[config.mk]
export PLATFORM = sky130hd
export DESIGN_NAME = rst_ctl_reg
export DESIGN_NICKNAME = d
export VERILOG_FILES = /design/src/rtl/rst_ctl_pkg.sv /design/src/rtl/rst_ctl_decode.sv /design/src/rtl/rst_ctl_store.sv /design/src/rtl/rst_ctl_pulse.sv /design/src/rtl/rst_ctl_reg.sv
export SDC_FILE = /design/constraint.sdc
export NUM_CORES = 1
export LEC_CHECK = 0
export ABC_CLOCK_PERIOD_IN_PS = 3050
export BUFFER_PORTS_ARGS = -buffer_cell sky130_fd_sc_hd__buf_2
export CAP_MARGIN = 20
export CORE_AREA = 2 2 39 41
export CTS_BUF_LIST = sky130_fd_sc_hd__clkbuf_16
export DETAILED_ROUTE_END_ITERATION = 10
export DIE_AREA = 0 0 41 43
export PLACE_DENSITY = 0.61
export RECOVER_POWER = 25
export SETUP_SLACK_MARGIN = 0.15
export SYNTH_ARGS = -nofsm -noshare
export SYNTH_HDL_FRONTEND = slang
export SYNTH_HIERARCHICAL = 1
export SYNTH_SLANG_ARGS = --single-unit
[constraint.sdc]
create_clock -name clk -period 3.05 [get_ports clk]
set_clock_uncertainty 0.2 [all_clocks]
set_input_delay 0.305 -clock clk [delete_from_list [all_inputs] [get_ports clk]]
set_output_delay 0.305 -clock clk [all_outputs]
set_load 0.03 [all_outputs]
[src/rtl/rst_ctl_pkg.sv]
package rst_ctl_pkg;

    localparam int unsigned DATA_W   = 8;
    localparam int unsigned TRIG_POS = 2;
    localparam int unsigned KIND_POS = 1;
    localparam logic [15:0] DEFAULT_PORT = 16'h0CF9;

    typedef logic [DATA_W-1:0] io_byte_t;

    typedef enum logic [1:0] {
        ACC_BYTE  = 2'd0,
        ACC_WORD  = 2'd1,
        ACC_DWORD = 2'd2
    } acc_width_e;

    typedef enum logic {
        KIND_SOFT = 1'b0,
        KIND_HARD = 1'b1
    } reset_kind_e;

    localparam io_byte_t KEEP_MASK = io_byte_t'(1) << KIND_POS;

    function automatic logic is_trigger(input io_byte_t b);
        return b[TRIG_POS];
    endfunction

    function automatic io_byte_t keep_bits(input io_byte_t b);
        return b & KEEP_MASK;
    endfunction

endpackage

[src/rtl/rst_ctl_decode.sv]
module rst_ctl_decode
    import rst_ctl_pkg::*;
#(
    parameter int unsigned       ADDR_W    = 16,
    parameter logic [ADDR_W-1:0] PORT_ADDR = ADDR_W'(DEFAULT_PORT)
) (
    input  logic [ADDR_W-1:0] addr,
    input  logic [1:0]        width,
    input  logic              wr,
    input  logic              rd,
    output logic              wr_sel,
    output logic              rd_sel
);
    logic hit;

    always_comb begin
        hit    = (addr == PORT_ADDR) && (acc_width_e'(width) == ACC_BYTE);
        wr_sel = hit && wr;
        rd_sel = hit && rd;
    end
endmodule

[src/rtl/rst_ctl_store.sv]
module rst_ctl_store
    import rst_ctl_pkg::*;
(
    input  logic     clk,
    input  logic     rst,
    input  logic     wr_sel,
    input  io_byte_t wdata,
    output io_byte_t stored,
    output logic     fire
);
    always_comb fire = wr_sel && is_trigger(wdata);

    always_ff @(posedge clk) begin
        if (rst) begin
            stored <= '0;
        end else if (wr_sel && !is_trigger(wdata)) begin
            stored <= keep_bits(wdata);
        end
    end
endmodule

[src/rtl/rst_ctl_pulse.sv]
module rst_ctl_pulse (
    input  logic clk,
    input  logic rst,
    input  logic fire,
    output logic pulse
);
    always_ff @(posedge clk) begin
        if (rst) pulse <= 1'b0;
        else     pulse <= fire;
    end
endmodule

[src/rtl/rst_ctl_reg.sv]
module rst_ctl_reg
    import rst_ctl_pkg::*;
#(
    parameter int unsigned       ADDR_W    = 16,
    parameter logic [ADDR_W-1:0] PORT_ADDR = ADDR_W'(DEFAULT_PORT)
) (
    input  logic              clk,
    input  logic              rst,
    input  logic [ADDR_W-1:0] io_addr,
    input  logic [1:0]        io_width,
    input  logic              io_wr,
    input  logic              io_rd,
    input  logic [7:0]        io_wdata,
    output logic [7:0]        io_rdata,
    output logic              reset_req,
    output logic              reset_type
);
    logic        wr_sel, rd_sel, fire;
    io_byte_t    stored;
    reset_kind_e kind;

    rst_ctl_decode #(.ADDR_W(ADDR_W), .PORT_ADDR(PORT_ADDR)) u_dec (
        .addr(io_addr), .width(io_width), .wr(io_wr), .rd(io_rd),
        .wr_sel(wr_sel), .rd_sel(rd_sel)
    );

    rst_ctl_store u_store (
        .clk(clk), .rst(rst), .wr_sel(wr_sel), .wdata(io_wdata),
        .stored(stored), .fire(fire)
    );

    rst_ctl_pulse u_pulse (
        .clk(clk), .rst(rst), .fire(fire), .pulse(reset_req)
    );

    always_comb begin
        kind       = reset_kind_e'(stored[KIND_POS]);
        reset_type = (kind == KIND_HARD);
        io_rdata   = rd_sel ? stored : '0;
    end
endmodule

==> flow_metrics.tcl <==
set metrics [dict create \
    avgSynthCellArea_um2 7.94 \
    critPathCaptureType "output pin" \
    num-fill-cells 156 \
    peakVddDrop_uv 107 \
    via_count 293 \
    cts_sinks 2 \
    finalHoldViolations 0 \
    wl_per_cell_um 7.58 \
    power_w 0.000237 \
    antenna_found_initial 0 \
    postCtsSetupBuffers 0 \
    crit_chain "buf_2 > nor4bb_1 > and4_1 > and3_1 > and2_1 > buf_2" \
    vias_per_cell 3.86 \
    netlist.area_leader.share_pct 22.2 \
    yosys.area.top_type "and2_1" \
    die_area_um2 1760 \
    clock_path_buffers 2 \
    hold_buffers 0 \
    io_pins 40 \
    fmax_mhz 503 \
    cp_common_cell "buf_2" \
    area.growth.synth_to_final_pct 76.4 \
    cp_max_fo 8 \
    hp-class "in -> reg" \
    cts_tree "built" \
    io_buffers 26 \
    crit_arrival_ps 1480 \
    max_stage_delay_ps 270 \
    fin_crit_sh_pct 65.2 \
    rsz0062_at_grt "no" \
    power.leakage_nw 0.238 \
    synth_cell_types 14 \
    drive_gt1_share_pct 48.3 \
    coreArea_um2 1380 \
    max_cap_violations 0 \
    clock-root-buffer "clkbuf_16" \
    synth_fa_ha_area_share_pct 0 \
    die_w_um 41 \
    required_ps 2540 \
    ant_nets 0 \
    firstDrtPassIters 1 \
    tns_ps 0 \
    finalNetCount 92 \
    crit_slowest_cell "and3_1" \
    num_antenna_cells 0 \
    cts-buffers-inserted 3 \
    synth_compound_area_share_pct 1.97 \
    yosysWarnings 6 \
    cts_resized 0 \
    die_h_um 43 \
    status "finished, final reports clean" \
    final_cells 76 \
    finalInstanceArea_um2 448 \
    drt_iter0_drc 0 \
    netlist_area_um2 254 \
    wl_um 576 \
    grt_pass1_wl_um 834 \
    insertion_delay_ps 220 \
    finalSetupViolations 0 \
    synth_top_family_by_area "simple AND/OR/NAND/NOR gates" \
    pwr_density_cell_nw_per_um2 528 \
    maxSlewViolCount 0 \
    initial_core_util_pct 18.4 \
    place_area_um2 374 \
    synth-xor-area-share_pct 0 \
    critical_path_class "in -> out" \
    synthSimpleGateAreaFrac_pct 60.1 \
    grt_pass1_vias 244 \
    min_period_ps 1990 \
    grt_max_degree 9 \
    placedCellCount 73 \
    yosys_register_bits 2 \
    cp-start-kind "primary input" \
    drc_errors 0 \
    grt_use_total_pct 7.61 \
    overflow 0 \
    clkTransAtPathRegs_ps 30 \
    placementRows 14 \
    place.gp.congestion 0.678 \
    yosys-mux-area-fraction_pct 0 \
    htree_levels 1 \
    synthTopCellsByArea "and2_1 (22%), buf_4 (21%), dfxtp_1 (16%)" \
    yosysSeqAreaShare_pct 15.8 \
    synthCells 32 \
]
-- synthesized netlist by cell type --
cell type,number
and2_1,9
nor2b_4,1
nand2b_1,2
dfxtp_1,2
nor4bb_1,1
and4_1,1
nor2b_1,1
buf_4,7
nand4bb_1,1
nor4_1,2
and3_1,2
o21ai_1,1
conb_1,1
nand4b_1,1
-- power breakdown --
| group | switching [W] | internal, W |
|---|---|---|
| logic | 0.00000524 | 0.0000121 |
| registers | 0.0000000000130 | 0.0000264 |
| clock network | 0.0000265 | 0.000167 |
| total | 0.0000317 | 0.000205 |
-- per-stage QoR --
| step | util (%) | worst slack [ps] | hold WS (ps) |
|---|---|---|---|
| 2_1_floorplan | - | 1280 | 169 |
| 3_3_place_gp | 27.0 | 1050 | 274 |
| 3_5_place_dp | 27.0 | 1000 | 295 |
| 4_1_cts | 32.5 | 1000 | 91.2 |
| 5_1_grt | 32.4 | 922 | 98.5 |
| 6_report | 32.4 | 1060 | 91.5 |
-- logic make-up after synthesis --
family                 Yosys count
AOI/OAI and AO/OA                1
DFF                              2
and+or+nand+nor                 21
buffers and inverters            7
other                            1
-- cell type report --
class	instances	area, µm²	share of cell area (%)
well taps	16	20.0	4.47
repair buffers	26	129	28.8
multi-input cells	29	184	41.1
flip-flops and latches	2	40.0	8.94
clock buffers	3	75.1	16.8
-- state kept, by name (all words and copies together), names as in the netlist --
| signal | cells |
|---|---|
| u_store/stored | 1 |
| u_pulse/pulse | 1 |
-- critical path, delay by kind of cell --
family | cells | cell delay, ps
buf+inv | 2 | 270
simple gates | 4 | 910
-- routing by layer --
metal / vias to the layer above / part of all wire [%] / track usage [%]
met5: - / 0 / 0
met4: 0 / 3.8 / 8.00
met3: 2 / 14 / 1.57
met2: 26 / 46 / 10.9
met1: 113 / 36 / 8.28
li1: 152 / - / -
-- cell usage in the layout, fill, tap and decap left out, types with 2 or more instances in the layout --
master / count
buf_2: 25
nor4_1: 2
conb_1: 7
dfxtp_1: 2
nand2b_1: 2
and3_1: 2
and2_1: 9
clkbuf_16: 3
-- path summary, 6_finish.rpt --
check,start,end,slack [ps],cells after the start
hold / removal,rst,u_pulse/pulse,90,2
setup / recovery,io_addr[9],io_rdata[1],1060,6
setup reg to reg,u_store/stored[1],u_store/stored[1],2280,2
hold reg to reg,u_store/stored[1],u_store/stored[1],280,2
(Power assumes the default switching activity.)
